**src/rtl/sio_pkg.sv**
```systemverilog
`timescale 1ns/1ps
package sio_pkg;
  parameter int SIO_W = 4;
  typedef logic [SIO_W-1:0] sio_word_t;

  // Shift-mode next value: toward the MSB, new bit at position 0.
  function automatic sio_word_t shift_in(input sio_word_t r, input logic b);
    return {r[SIO_W-2:0], b};
  endfunction

  // Counter-mode next value: modulo 2**SIO_W.
  function automatic sio_word_t count_up(input sio_word_t r);
    return r + sio_word_t'(1);
  endfunction
endpackage

```
**src/rtl/sio_phase.sv**
```systemverilog
`timescale 1ns/1ps
module sio_phase #(
  parameter int CYC_CLKS = 8
) (
  input  logic clk,
  input  logic rst_n,
  output logic tick_start,
  output logic tick_mid,
  output logic first_half
);
  localparam int HALF = CYC_CLKS / 2;
  localparam int PW   = (CYC_CLKS > 2) ? $clog2(CYC_CLKS) : 1;
  localparam logic [PW-1:0] LAST = PW'(CYC_CLKS - 1);
  localparam logic [PW-1:0] MIDM = PW'(HALF - 1);
  localparam logic [PW-1:0] HALFV = PW'(HALF);

  logic [PW-1:0] ph;

  always_ff @(posedge clk or negedge rst_n) begin
    if (!rst_n)            ph <= '0;
    else if (ph == LAST)   ph <= '0;
    else                   ph <= ph + PW'(1);
  end

  assign tick_start = (ph == LAST);
  assign tick_mid   = (ph == MIDM);
  assign first_half = (ph < HALFV);

  assert_start_opens_half_R5: assert property (@(posedge clk) disable iff (!rst_n)
    tick_start |=> first_half);
  assert_mid_closes_half_R5: assert property (@(posedge clk) disable iff (!rst_n)
    tick_mid |=> !first_half);
endmodule

```
**src/rtl/sio_skgate.sv**
```systemverilog
`timescale 1ns/1ps
module sio_skgate (
  input  logic clk,
  input  logic rst_n,
  input  logic xchg_valid,
  input  logic xchg_carry,
  input  logic en_count,
  input  logic first_half,
  output logic sk
);
  logic sk_latch;

  always_ff @(posedge clk or negedge rst_n) begin
    if (!rst_n)          sk_latch <= 1'b0;
    else if (xchg_valid) sk_latch <= xchg_carry;
  end

  assign sk = sk_latch & (en_count | first_half);

  assert_latch_clear_sk_low_R4: assert property (@(posedge clk) disable iff (!rst_n)
    !sk_latch |-> !sk);
  assert_count_mode_sk_high_R6: assert property (@(posedge clk) disable iff (!rst_n)
    (sk_latch && en_count) |-> sk);
  assert_latch_from_carry_R3: assert property (@(posedge clk) disable iff (!rst_n)
    xchg_valid |=> (sk_latch == $past(xchg_carry)));
endmodule

```
**src/rtl/sio_shreg.sv**
```systemverilog
`timescale 1ns/1ps
module sio_shreg
  import sio_pkg::*;
(
  input  logic      clk,
  input  logic      rst_n,
  input  logic      tick_start,
  input  logic      tick_mid,
  input  logic      xchg_valid,
  input  sio_word_t xchg_acc,
  input  logic      en_count,
  input  logic      si,
  output sio_word_t rdata,
  output logic      so_q
);
  sio_word_t shreg;

  always_ff @(posedge clk or negedge rst_n) begin
    if (!rst_n) begin
      shreg <= '0;
      rdata <= '0;
      so_q  <= 1'b0;
    end else if (xchg_valid) begin
      shreg <= xchg_acc;
      rdata <= shreg;
      so_q  <= xchg_acc[SIO_W-1];
    end else begin
      if (tick_start) shreg <= en_count ? count_up(shreg) : shift_in(shreg, si);
      if (tick_mid)   so_q  <= shreg[SIO_W-1];
    end
  end

  assert_shift_takes_si_R1: assert property (@(posedge clk) disable iff (!rst_n)
    (tick_start && !xchg_valid && !en_count) |=>
      (shreg[0] == $past(si)) && (shreg[SIO_W-1:1] == $past(shreg[SIO_W-2:0])));
  assert_count_wraps_R8: assert property (@(posedge clk) disable iff (!rst_n)
    (tick_start && !xchg_valid && en_count) |=>
      (shreg == sio_word_t'($past(shreg) + 1)));
  assert_exchange_swap_R3: assert property (@(posedge clk) disable iff (!rst_n)
    xchg_valid |=> (shreg == $past(xchg_acc)) && (rdata == $past(shreg)));
  assert_so_moves_mid_only_R7: assert property (@(posedge clk) disable iff (!rst_n)
    (!tick_mid && !xchg_valid) |=> $stable(so_q));
endmodule

```
**src/rtl/sio_port.sv**
```systemverilog
`timescale 1ns/1ps
module sio_port
  import sio_pkg::*;
#(
  parameter int CYC_CLKS = 8
) (
  input  logic             clk,
  input  logic             rst_n,
  input  logic             xchg_valid,
  input  logic             xchg_carry,
  input  logic [SIO_W-1:0] xchg_acc,
  input  logic             en_count,
  input  logic             en_out,
  input  logic             si,
  output logic             sk,
  output logic             so,
  output logic [SIO_W-1:0] xchg_rdata
);
  logic tick_start, tick_mid, first_half, so_q;

  sio_phase #(.CYC_CLKS(CYC_CLKS)) u_phase (
    .clk(clk), .rst_n(rst_n),
    .tick_start(tick_start), .tick_mid(tick_mid), .first_half(first_half)
  );

  sio_skgate u_skgate (
    .clk(clk), .rst_n(rst_n),
    .xchg_valid(xchg_valid), .xchg_carry(xchg_carry),
    .en_count(en_count), .first_half(first_half), .sk(sk)
  );

  sio_shreg u_shreg (
    .clk(clk), .rst_n(rst_n),
    .tick_start(tick_start), .tick_mid(tick_mid),
    .xchg_valid(xchg_valid), .xchg_acc(xchg_acc),
    .en_count(en_count), .si(si),
    .rdata(xchg_rdata), .so_q(so_q)
  );

  assign so = so_q & en_out;

  assert_so_gated_R2: assert property (@(posedge clk) disable iff (!rst_n)
    !en_out |-> !so);
endmodule

```
**config.mk**
```make
export PLATFORM = sky130hd
export DESIGN_NAME = sio_port
export DESIGN_NICKNAME = d
export VERILOG_FILES = /design/src/rtl/sio_pkg.sv /design/src/rtl/sio_phase.sv /design/src/rtl/sio_skgate.sv /design/src/rtl/sio_shreg.sv /design/src/rtl/sio_port.sv
export SDC_FILE = /design/constraint.sdc
export NUM_CORES = 1
export LEC_CHECK = 0
export ABC_AREA = 1
export BUFFER_PORTS_ARGS = -buffer_cell sky130_fd_sc_hd__buf_2
export CORE_MARGIN = 3
export CORE_UTILIZATION = 40
export DETAILED_ROUTE_END_ITERATION = 8
export MAX_ROUTING_LAYER = met4
export PLACE_DENSITY = 0.65
export SYNTH_ARGS = -nofsm -noshare
export SYNTH_HDL_FRONTEND = slang
export SYNTH_HIERARCHICAL = 1
export SYNTH_SLANG_ARGS = --single-unit
```
**constraint.sdc**
```tcl
create_clock -name clk -period 1.3 [get_ports clk]
set_input_delay 0.13 -clock clk [delete_from_list [all_inputs] [get_ports clk]]
set_output_delay 0.13 -clock clk [all_outputs]
set_load 0.1 [all_outputs]
```
==> flow_summary.toml, run 1 <==
[power]
switching_share_of_power_pct = 37.7
seq_power_share_pct = 45.8
power.leakage_nw = 0.461
power_frac_clock_pct = 24.8
power_density_nw_per_um2 = 1220
max-vdd-ir-drop_mv = 0.587
switching_power_mw = 0.380
internal-power_mw = 0.629
combPwrFrac_pct = 29.5

[clock_tree]
tritoncts = "built"
cts_htree_levels = 1
cts.path.max_buffers = 2
cts.sink_count = 13
numCtsBuffers = 3
clk_latency_ps = 270
root_buffer = "sky130_fd_sc_hd__clkbuf_4"
clk_pin_slew_worst_paths_ps = 80

[critical_path]
cell_family_with_the_largest_share_of_critical_path_delay = "flip-flops"
timing.critical_path.slowest_cell_delay_ps = 400
critPathSlowestCell = "sky130_fd_sc_hd__dfrtp_1"
worst_ep_required_time_ps = 1170
cp.buffers_inverters = 2
crit_path_cell_trace = "inv_1, nor2_2, nor2_4, buf_12"
critical_path_arrival_ps = 1090
crit_path_start_kind = "flop"
crit_fanout = 2
setup.worst_path.end_class = "primary output"
crit_type = "flop to primary output"

[finish]
nNetsFinal = 113
finalInstanceArea_sq_um = 830
multi_input_area_sq_um = 294
drive_gt1_share_pct = 29.9
regArea_sq_um = 325
filler_cell_count = 150
syn2layout_area_growth_pct = 24.4
diodes = 0
finish.cell_count_without_fillers = 113

[routing]
route.detailed.vias_per_inst = 4.73
post_drt_wl_per_cell_microns = 11.8
detail_route.first_pass.iterations = 4
finalWirelength_microns = 1340
dr.first_iter.drc_count = 9
drc = 0
routed-via-count = 534
route.antenna.remaining_nets = 0

[synth]
post_synth_instance_area_sq_um = 667
postSynthCellCount = 76
synth_area_per_cell_sq_um = 8.77
yosysUniqueCellTypes = 19
synth_seq_area_share_pct = 48.8
ys_ff_latch = 13
syn_nets = 91
synthesis.yosys.warnings = 6

[timing]
report.final.slew_viol_count = 0
max_slew_margin_pct = 68.1
clock-skew-final_ps = 1.96
worst_pin_slew_ps = 482
worst_setup_slack_final_ps = 75.5
layout_worst_path_cycle_share_pct = 94.2
final.min_clock_period_ps = 1220
fmax_mhz = 817
setup_violations = 0
final_hold_viol_count = 0

[grt]
grt_util_all_layers_pct = 15.2
pin_count_of_the_biggest_net_entering_global_routing = 14
grt_pass1_wl_microns = 2240
antenna_found_initial = 0
globalRouteOverflowTotal = 0
first_global_vias = 511

[job]
maxCapViolations = 0

[placement]
post_dp_hpwl_microns = 1030
finalWeightedCongestion = 0.763
place_worst_setup_slack_ps = 46.3
io_buffer_count = 16
place_inst = 107
placement.cell_area_sq_um = 778

[floorplanning]
top_level_ports = 17
chipHeight_microns = 46.8
initial_utilization_pct = 43.3
chip_width_microns = 46.8
core-area_sq_um = 1540
site_row_count = 14
dieArea_sq_um = 2190

[status]
status = "completed"

[worst_hold_path]
min-delay-path-class = "input pin to flop"
worst paths after layout:
kind                               start           endpoint  slack [ps]  depth (start not counted)
hold / removal                xchg_carry  u_skgate/sk_latch          50                          3
setup / recovery           u_phase/ph[2]                 sk          80                          4
setup reg to reg           u_phase/ph[0]   u_shreg/shreg[0]         110                          5
min in group asynchronous          rst_n   u_shreg/rdata[3]         270                          2
max in group asynchronous          rst_n      u_phase/ph[0]         810                          2
hold reg to reg            u_phase/ph[0]      u_phase/ph[0]         440                          1
area by class of cell:
type | instances | area share, %
Tap cell | 16 | 2.41
Sequential cell | 13 | 39.2
Inverter | 11 | 5.88
Multi-Input combinational cell | 51 | 35.4
Timing Repair Buffer | 18 | 13.9
Clock buffer | 4 | 3.17
synth_stat cells (all sizes together):
cell type | n | area (sq um)
nand2 | 26 | 108
dfrtp | 13 | 325
inv | 10 | 45.0
o21ai | 6 | 30.0
nor2 | 5 | 26.3
ha | 4 | 50.1
nand3 | 4 | 20.0
a22oi | 3 | 22.5
a21boi | 1 | 7.51
a21oi | 1 | 8.76
buf | 1 | 11.3
clkinv | 1 | 3.75
xnor2 | 1 | 8.76
per-layer routing:
metal  part of all wire (%)  wire length, microns  global-route usage (%)
met5                      0                     0                       -
met4                   0.37                     5                    6.63
met3                    4.0                    54                    2.30
met2                     50                   662                    22.2
met1                     46                   615                    20.8
metrics by stage:
step | TNS [ps] | util [%] | hold slack [ps] | power [mW]
after floorplan | 0 | - | -166 | 0.693
after global placement | 0 | 50.5 | 34.5 | 0.762
after detailed placement | 0 | 50.5 | 42.8 | 0.767
after CTS | 0 | 52.8 | 47.3 | 1.02
after global routing | -1.14 | 53.8 | 93.0 | 1.08
final | 0 | 53.8 | 52.9 | 1.01
logic make-up (layout without fill, tap and decap cells):
kind of cell,Yosys count,in the layout,synth area share [%]
flops,13,13,48.8
xor+xnor,1,1,1.31
simple gates,35,35,23.1
buf+inv,12,33,9.00
compound gates,11,11,10.3
fa+ha+maj,4,4,7.50
layout by cell type (no fill, tap or decap), drive strengths merged:
cell type / n
buf: 16
a21oi: 1
a22oi: 3
nand2: 26
inv: 10
clkinv: 1
nor2: 5
xnor2: 1
ha: 4
a21boi: 1
nand3: 4
dfrtp: 13
dlygate4sd3: 1
clkbuf: 5
o21ai: 6
power by group through the flow:
stage	clock [mW]	combinational [mW]	sequential (mW)
floorplan	0	0.117	0.576
global placement	0	0.292	0.469
detailed placement	0	0.296	0.471
CTS	0.260	0.299	0.463
global route	0.289	0.319	0.467
finish	0.250	0.297	0.462
worst register-to-register path, stage by stage (launching register included):
cell and delay, ps:
sky130_fd_sc_hd__dfrtp_1 390, sky130_fd_sc_hd__ha_1 220, sky130_fd_sc_hd__ha_2 220, sky130_fd_sc_hd__nor2_4 120
sky130_fd_sc_hd__a22oi_1 70, sky130_fd_sc_hd__o21ai_1 90
flip-flops by register name (all words and copies together) (netlist names):
signal,count
u_phase/ph,3
u_shreg/rdata,4
u_shreg/shreg,4
u_shreg/so_q,1
u_skgate/sk_latch,1
repair_timing:
item,in CTS,in global routing
hold endpoints to repair,13,0
hold buffers,1,0
setup buffers,0,1
gates resized for setup,0,3
endpoints found under the setup margin,0,6
(Power assumes the default switching activity.)
==> run 2: changes to the inputs <==
PLACE_DENSITY = 0.67   (was 0.65)
clock period = 1 ns   (was 1.3 ns; I/O delays follow)
==> run 2 against run 1 <==
Net effect:
- the flow now finishes with violations (setup timing)
- power grew 39%
- combinational power up 61%
- final cell count is 3.5% higher
- sequential share of layout area decreased by 5.8 points
- critical endpoint is now u_shreg/shreg[1]
- largest cell class is now multi-input gates
==> flow_summary.toml, run 2 (synthesis gave the netlist of run 1 again) <==
[timing]
worst_setup_slack_final_ps = -191
final.min_clock_period_ps = 1190
fmax_mhz = 839
final_hold_viol_count = 0
tns_ps = -911
hold-worst-slack_ps = 26.7
worst_pin_slew_ps = 318
layout_worst_path_cycle_share_pct = 119
setup_violations = 8
report.final.slew_viol_count = 0
rsz0062_at_grt = "true"
clock-skew-final_ps = 2.66
max_slew_margin_pct = 78.8

[power]
power.total_mw = 1.40
power.leakage_nw = 0.490
max-vdd-ir-drop_mv = 1.05
power_density_nw_per_um2 = 1420

[routing]
routed-via-count = 562
route.detailed.vias_per_inst = 4.80
post_drt_wl_per_cell_microns = 11.6
route.antenna.remaining_nets = 0
dr.first_iter.drc_count = 9
detail_route.first_pass.iterations = 4
drc = 0
finalWirelength_microns = 1360

[finish]
layout.cells.most_common = "sky130_fd_sc_hd__nand2_1"
nNetsFinal = 117
drive_gt1_share_pct = 44.6
utilization_pct = 64.0
leading_cell_types_in_the_layout_fill_and_taps_excluded = "sky130_fd_sc_hd__nand2_1, sky130_fd_sc_hd__buf_2, sky130_fd_sc_hd__dfrtp_1"
multi_input_area_sq_um = 337
finalInstanceArea_sq_um = 987
filler_cell_count = 140
syn2layout_area_growth_pct = 48.0
layout_top_registers = "u_shreg/rdata: 4 flops, u_shreg/shreg: 4 flops, u_phase/ph: 3 flops"
diodes = 0
regArea_sq_um = 330

[grt]
antenna_found_initial = 0
globalRouteOverflowTotal = 0
pin_count_of_the_biggest_net_entering_global_routing = 14
first_global_vias = 508
grt_pass1_wl_microns = 2190
grt_util_all_layers_pct = 14.6

[worst_hold_path]
min-delay-path-class = "input pin to flop"
timing.hold.worst_path_depth = 3

[floorplanning]
site_row_count = 14
top_level_ports = 17
core-area_sq_um = 1540
chip_width_microns = 46.8
initial_utilization_pct = 43.3
dieArea_sq_um = 2190
chipHeight_microns = 46.8

[status]
status = "finished with violations"
failed_checks = "setup timing"

[clock_tree]
tritoncts = "built"
clk_latency_ps = 270
cts.sink_count = 13
numCtsBuffers = 3
clk_pin_slew_worst_paths_ps = 80
cts.path.max_buffers = 2
root_buffer = "sky130_fd_sc_hd__clkbuf_4"
cts_htree_levels = 1

[critical_path]
critical_path_arrival_ps = 1390
crit_fanout = 4
crit_path_start_kind = "flop"
setup.worst_path.end_class = "flop"
r2r_setup_slack_ps = -190
crit_type = "flop to flop"
worstRegToRegCells = 5
worst_ep_required_time_ps = 1200

[placement]
io_buffer_count = 16
finalWeightedCongestion = 0.727
placement.cell_area_sq_um = 890
post_dp_hpwl_microns = 993

[job]
maxCapViolations = 0
==> run 2: cell types whose count changed in the layout (fill, tap and decap cells not counted), moves of 3 or more <==
cell and delta:
sky130_fd_sc_hd__buf_4 +3, sky130_fd_sc_hd__buf_2 -4, sky130_fd_sc_hd__buf_12 +5, sky130_fd_sc_hd__dfrtp_1 -4, sky130_fd_sc_hd__inv_1 -3, sky130_fd_sc_hd__dfrtp_2 +4
==> run 2: what timing repair did <==
item	4_1_cts	5_1_grt
gates resized for setup	4	4
endpoints found under the setup margin	7	11
buffers inserted	2	2
hold buffers	1	0
endpoints found under the hold margin	13	0
pin swaps	4	5
cloned	0	0
==> run 2: metal layers <==
layer | GRT usage [%] | routed length (microns) | vias to the layer above
li1 | - | - | 287
met2 | 23.6 | 685 | 17
met3 | 5.75 | 60 | 0
met5 | - | 0 | -
met4 | 1.66 | 0 | 0
met1 | 17.8 | 614 | 258
==> run 2: power by group <==
part / leakage (nW) / total [mW] / internal [mW] / switching [mW]
logic: 0.319 / 0.479 / 0.175 / 0.304
registers: 0.155 / 0.613 / 0.571 / 0.0418
clock network: 0.0150 / 0.312 / 0.154 / 0.158
total: 0.490 / 1.40 / 0.900 / 0.504
==> run 2: path summary, 6_finish.rpt <==
check                                        from                 to
worst min register to register  u_skgate/sk_latch  u_skgate/sk_latch
max in group asynchronous                   rst_n   u_shreg/rdata[0]
min in group asynchronous                   rst_n       u_shreg/so_q
worst max-delay path                u_phase/ph[0]   u_shreg/shreg[1]
worst max register to register      u_phase/ph[0]   u_shreg/shreg[1]
worst min-delay path                   xchg_carry  u_skgate/sk_latch
==> run 2: through the flow <==
step / setup WS, ps / instances
3_5_place_dp: -131 / 108
5_1_grt: -222 / 117
2_1_floorplan: -91.7 / 76
6_report: -191 / 117
3_3_place_gp: -84.3 / 108
4_1_cts: -171 / 115
==> run 2: worst max-delay path: stages (launching register included) <==
cell and delay, ps:
sky130_fd_sc_hd__dfrtp_1 420, sky130_fd_sc_hd__ha_4 180, sky130_fd_sc_hd__ha_4 180, sky130_fd_sc_hd__nor2_4 150
sky130_fd_sc_hd__a22oi_1 100, sky130_fd_sc_hd__o21ai_1 100
==> run 2: final cells by class <==
cell class	count	share of cell area, %
clock buffers	4	2.66
flip-flops and latches	13	33.5
well taps	16	2.03
inverters	11	5.32
multi-input cells	51	34.1
repair buffers	22	22.4
==> run 3: changes to the inputs <==
ABC_AREA = not set   (was 1)
PLACE_DENSITY = 0.68   (was 0.67)
==> run 3 against run 2 <==
Net effect:
- the flow still finishes with violations (setup timing)
- largest power group unchanged
- critical endpoint is now u_shreg/shreg[3]
- power increased by 12%
- fmax decreased by 12%
- largest cell class unchanged
- clock power grew 4%
- via count is 0.89% lower
==> flow_summary.toml, run 3 <==
[placement]
post_dp_hpwl_microns = 1010
place_worst_setup_slack_ps = -381
placement.cell_area_sq_um = 938
io_buffer_count = 16
place_inst = 94
finalWeightedCongestion = 0.753

[critical_path]
crit_path_start_kind = "flop"
setup.worst_path.end_class = "flop"
worst_ep_required_time_ps = 1160
worstSetupStartpoint = "u_phase/ph[0]"
regToRegEndpoint = "u_shreg/shreg[3]"
critical_path_arrival_ps = 1520
r2r_setup_slack_ps = -360
worstSetupEndpoint = "u_shreg/shreg[3]"
crit_type = "flop to flop"
worstReg2RegStart = "u_phase/ph[0]"
crit_fanout = 7
worstRegToRegCells = 5

[finish]
syn2layout_area_growth_pct = 61.8
utilization_pct = 74.1
diodes = 0
filler_cell_count = 101
layout.cells.most_common = "sky130_fd_sc_hd__buf_4"
finish.cell_count_without_fillers = 103
nNetsFinal = 104
leading_cell_types_in_the_layout_fill_and_taps_excluded = "sky130_fd_sc_hd__buf_4, sky130_fd_sc_hd__buf_2, sky130_fd_sc_hd__dfrtp_1"
finalInstanceArea_sq_um = 1050
layout_top_registers = "u_shreg/rdata: 4 flops, u_shreg/shreg: 4 flops, u_phase/ph: 3 flops"
drive_gt1_share_pct = 58.0

[clock_tree]
root_buffer = "sky130_fd_sc_hd__clkbuf_4"
numCtsBuffers = 3
clk_latency_ps = 270
clk_pin_slew_worst_paths_ps = 80
cts.path.max_buffers = 2
tritoncts = "built"
cts_htree_levels = 1
cts.sink_count = 13

[floorplanning]
chip_width_microns = 46.3
site_row_count = 13
core-area_sq_um = 1420
initial_utilization_pct = 45.8
chipHeight_microns = 46.3
dieArea_sq_um = 2140
top_level_ports = 17

[synth]
yosys.area.top_type_share_pct = 50.2
synth_edf_count = 0
dominant_register_cell_in_the_synthesized_netlist = "sky130_fd_sc_hd__dfrtp_1"
synth_seq_area_share_pct = 50.2
synthesis.yosys.warnings = 6
yosysUniqueCellTypes = 26
post_synth_instance_area_sq_um = 648
synth_area_per_cell_sq_um = 11.6
synth.cells.most_frequent = "sky130_fd_sc_hd__dfrtp_1, sky130_fd_sc_hd__ha_1, sky130_fd_sc_hd__inv_1, sky130_fd_sc_hd__nor2_1"
synth.area.top_cells = "sky130_fd_sc_hd__dfrtp_1, sky130_fd_sc_hd__ha_1, sky130_fd_sc_hd__mux2_1, sky130_fd_sc_hd__mux2_2, sky130_fd_sc_hd__mux2i_1"
postSynthCellCount = 56
syn_nets = 71
ys_ff_latch = 13
yosys.area.top_type = "sky130_fd_sc_hd__dfrtp_1"
yosys.cell_count.top_type = "sky130_fd_sc_hd__dfrtp_1"
async_reset_ff_share_pct = 100

[power]
power_density_nw_per_um2 = 1500
power.leakage_nw = 0.485
power.total_mw = 1.57
max-vdd-ir-drop_mv = 1.16

[worst_hold_path]
timing.hold.worst.start = "xchg_acc[1]"
min-delay-path-class = "input pin to flop"

[routing]
route.detailed.vias_per_inst = 5.41
dr.first_iter.drc_count = 9
finalWirelength_microns = 1530
routed-via-count = 557
drc = 0
post_drt_wl_per_cell_microns = 14.8
detail_route.first_pass.iterations = 4
route.antenna.remaining_nets = 0

[timing]
layout_worst_path_cycle_share_pct = 136
clock-skew-final_ps = 1.77
setup_violations = 12
report.final.slew_viol_count = 0
tns_ps = -2080
fmax_mhz = 736
hold-worst-slack_ps = 31.4
max_slew_margin_pct = 74.7
final.min_clock_period_ps = 1360
worst_pin_slew_ps = 379
rsz0062_at_grt = "true"
worst_setup_slack_final_ps = -359
final_hold_viol_count = 0

[grt]
first_global_vias = 564
grt_util_all_layers_pct = 17.3
globalRouteOverflowTotal = 0
pin_count_of_the_biggest_net_entering_global_routing = 15
grt_pass1_wl_microns = 2480
antenna_found_initial = 0

[job]
maxCapViolations = 0

[status]
failed_checks = "setup timing"
status = "finished with violations"
## run 3: worst min-delay path by stage
stage                             endpoint  depth (start not counted)  slack, ps
after floorplan              u_phase/ph[0]                          0       -200
after global placement    u_shreg/shreg[0]                          1          2
after detailed placement  u_shreg/shreg[0]                          1          7
after CTS                 u_shreg/shreg[1]                          2         30
after global routing      u_shreg/shreg[1]                          2         20
final                     u_shreg/shreg[1]                          2         30
## run 3: logic make-up (layout without fill, tap and decap cells)
group / count (synthesis) / after routing / synth area share (%)
and+or+nand+nor: 14 / 14 / 10.8
DFF: 13 / 13 / 50.2
AOI/OAI and AO/OA: 12 / 12 / 14.7
muxes: 7 / 7 / 12.4
buffers and inverters: 6 / 38 / 4.25
adders and majority gates: 4 / 4 / 7.72
## run 3: routing by layer
layer	vias up	track usage [%]	routed length, microns
li1	269	-	-
met1	268	21.4	676
met2	18	25.3	752
met3	2	3.13	80
met4	0	11.4	16
met5	-	-	0
## run 3: worst max-delay path: stages, from the launching register on
cell and delay [ps]:
sky130_fd_sc_hd__dfrtp_1 410, sky130_fd_sc_hd__ha_4 180, sky130_fd_sc_hd__ha_4 180, sky130_fd_sc_hd__nand2b_4 70, sky130_fd_sc_hd__a222oi_1 80, sky130_fd_sc_hd__nor4_1 330
## run 3: what timing repair did
item	CTS	global route
setup endpoints to repair	12	12
pin swaps	5	8
buffers inserted	3	2
hold buffers	1	0
gates resized for setup	7	3
endpoints found under the hold margin	13	0
## run 3: cell type report
cell class	instances	area, sq um	share of cell area, %
clock buffer	4	26.3	2.51
inverter	4	15.0	1.43
multi-input combinational	37	367	35.0
sequential	13	340	32.5
tap	15	18.8	1.79
timing repair buffer	30	282	26.8
## run 3: power breakdown
| group | leakage (nW) | total (mW) | internal, mW | switching [mW] |
|---|---|---|---|---|
| combinational | 0.317 | 0.603 | 0.253 | 0.350 |
| clock | 0.0150 | 0.323 | 0.154 | 0.169 |
| sequential | 0.154 | 0.646 | 0.593 | 0.0538 |
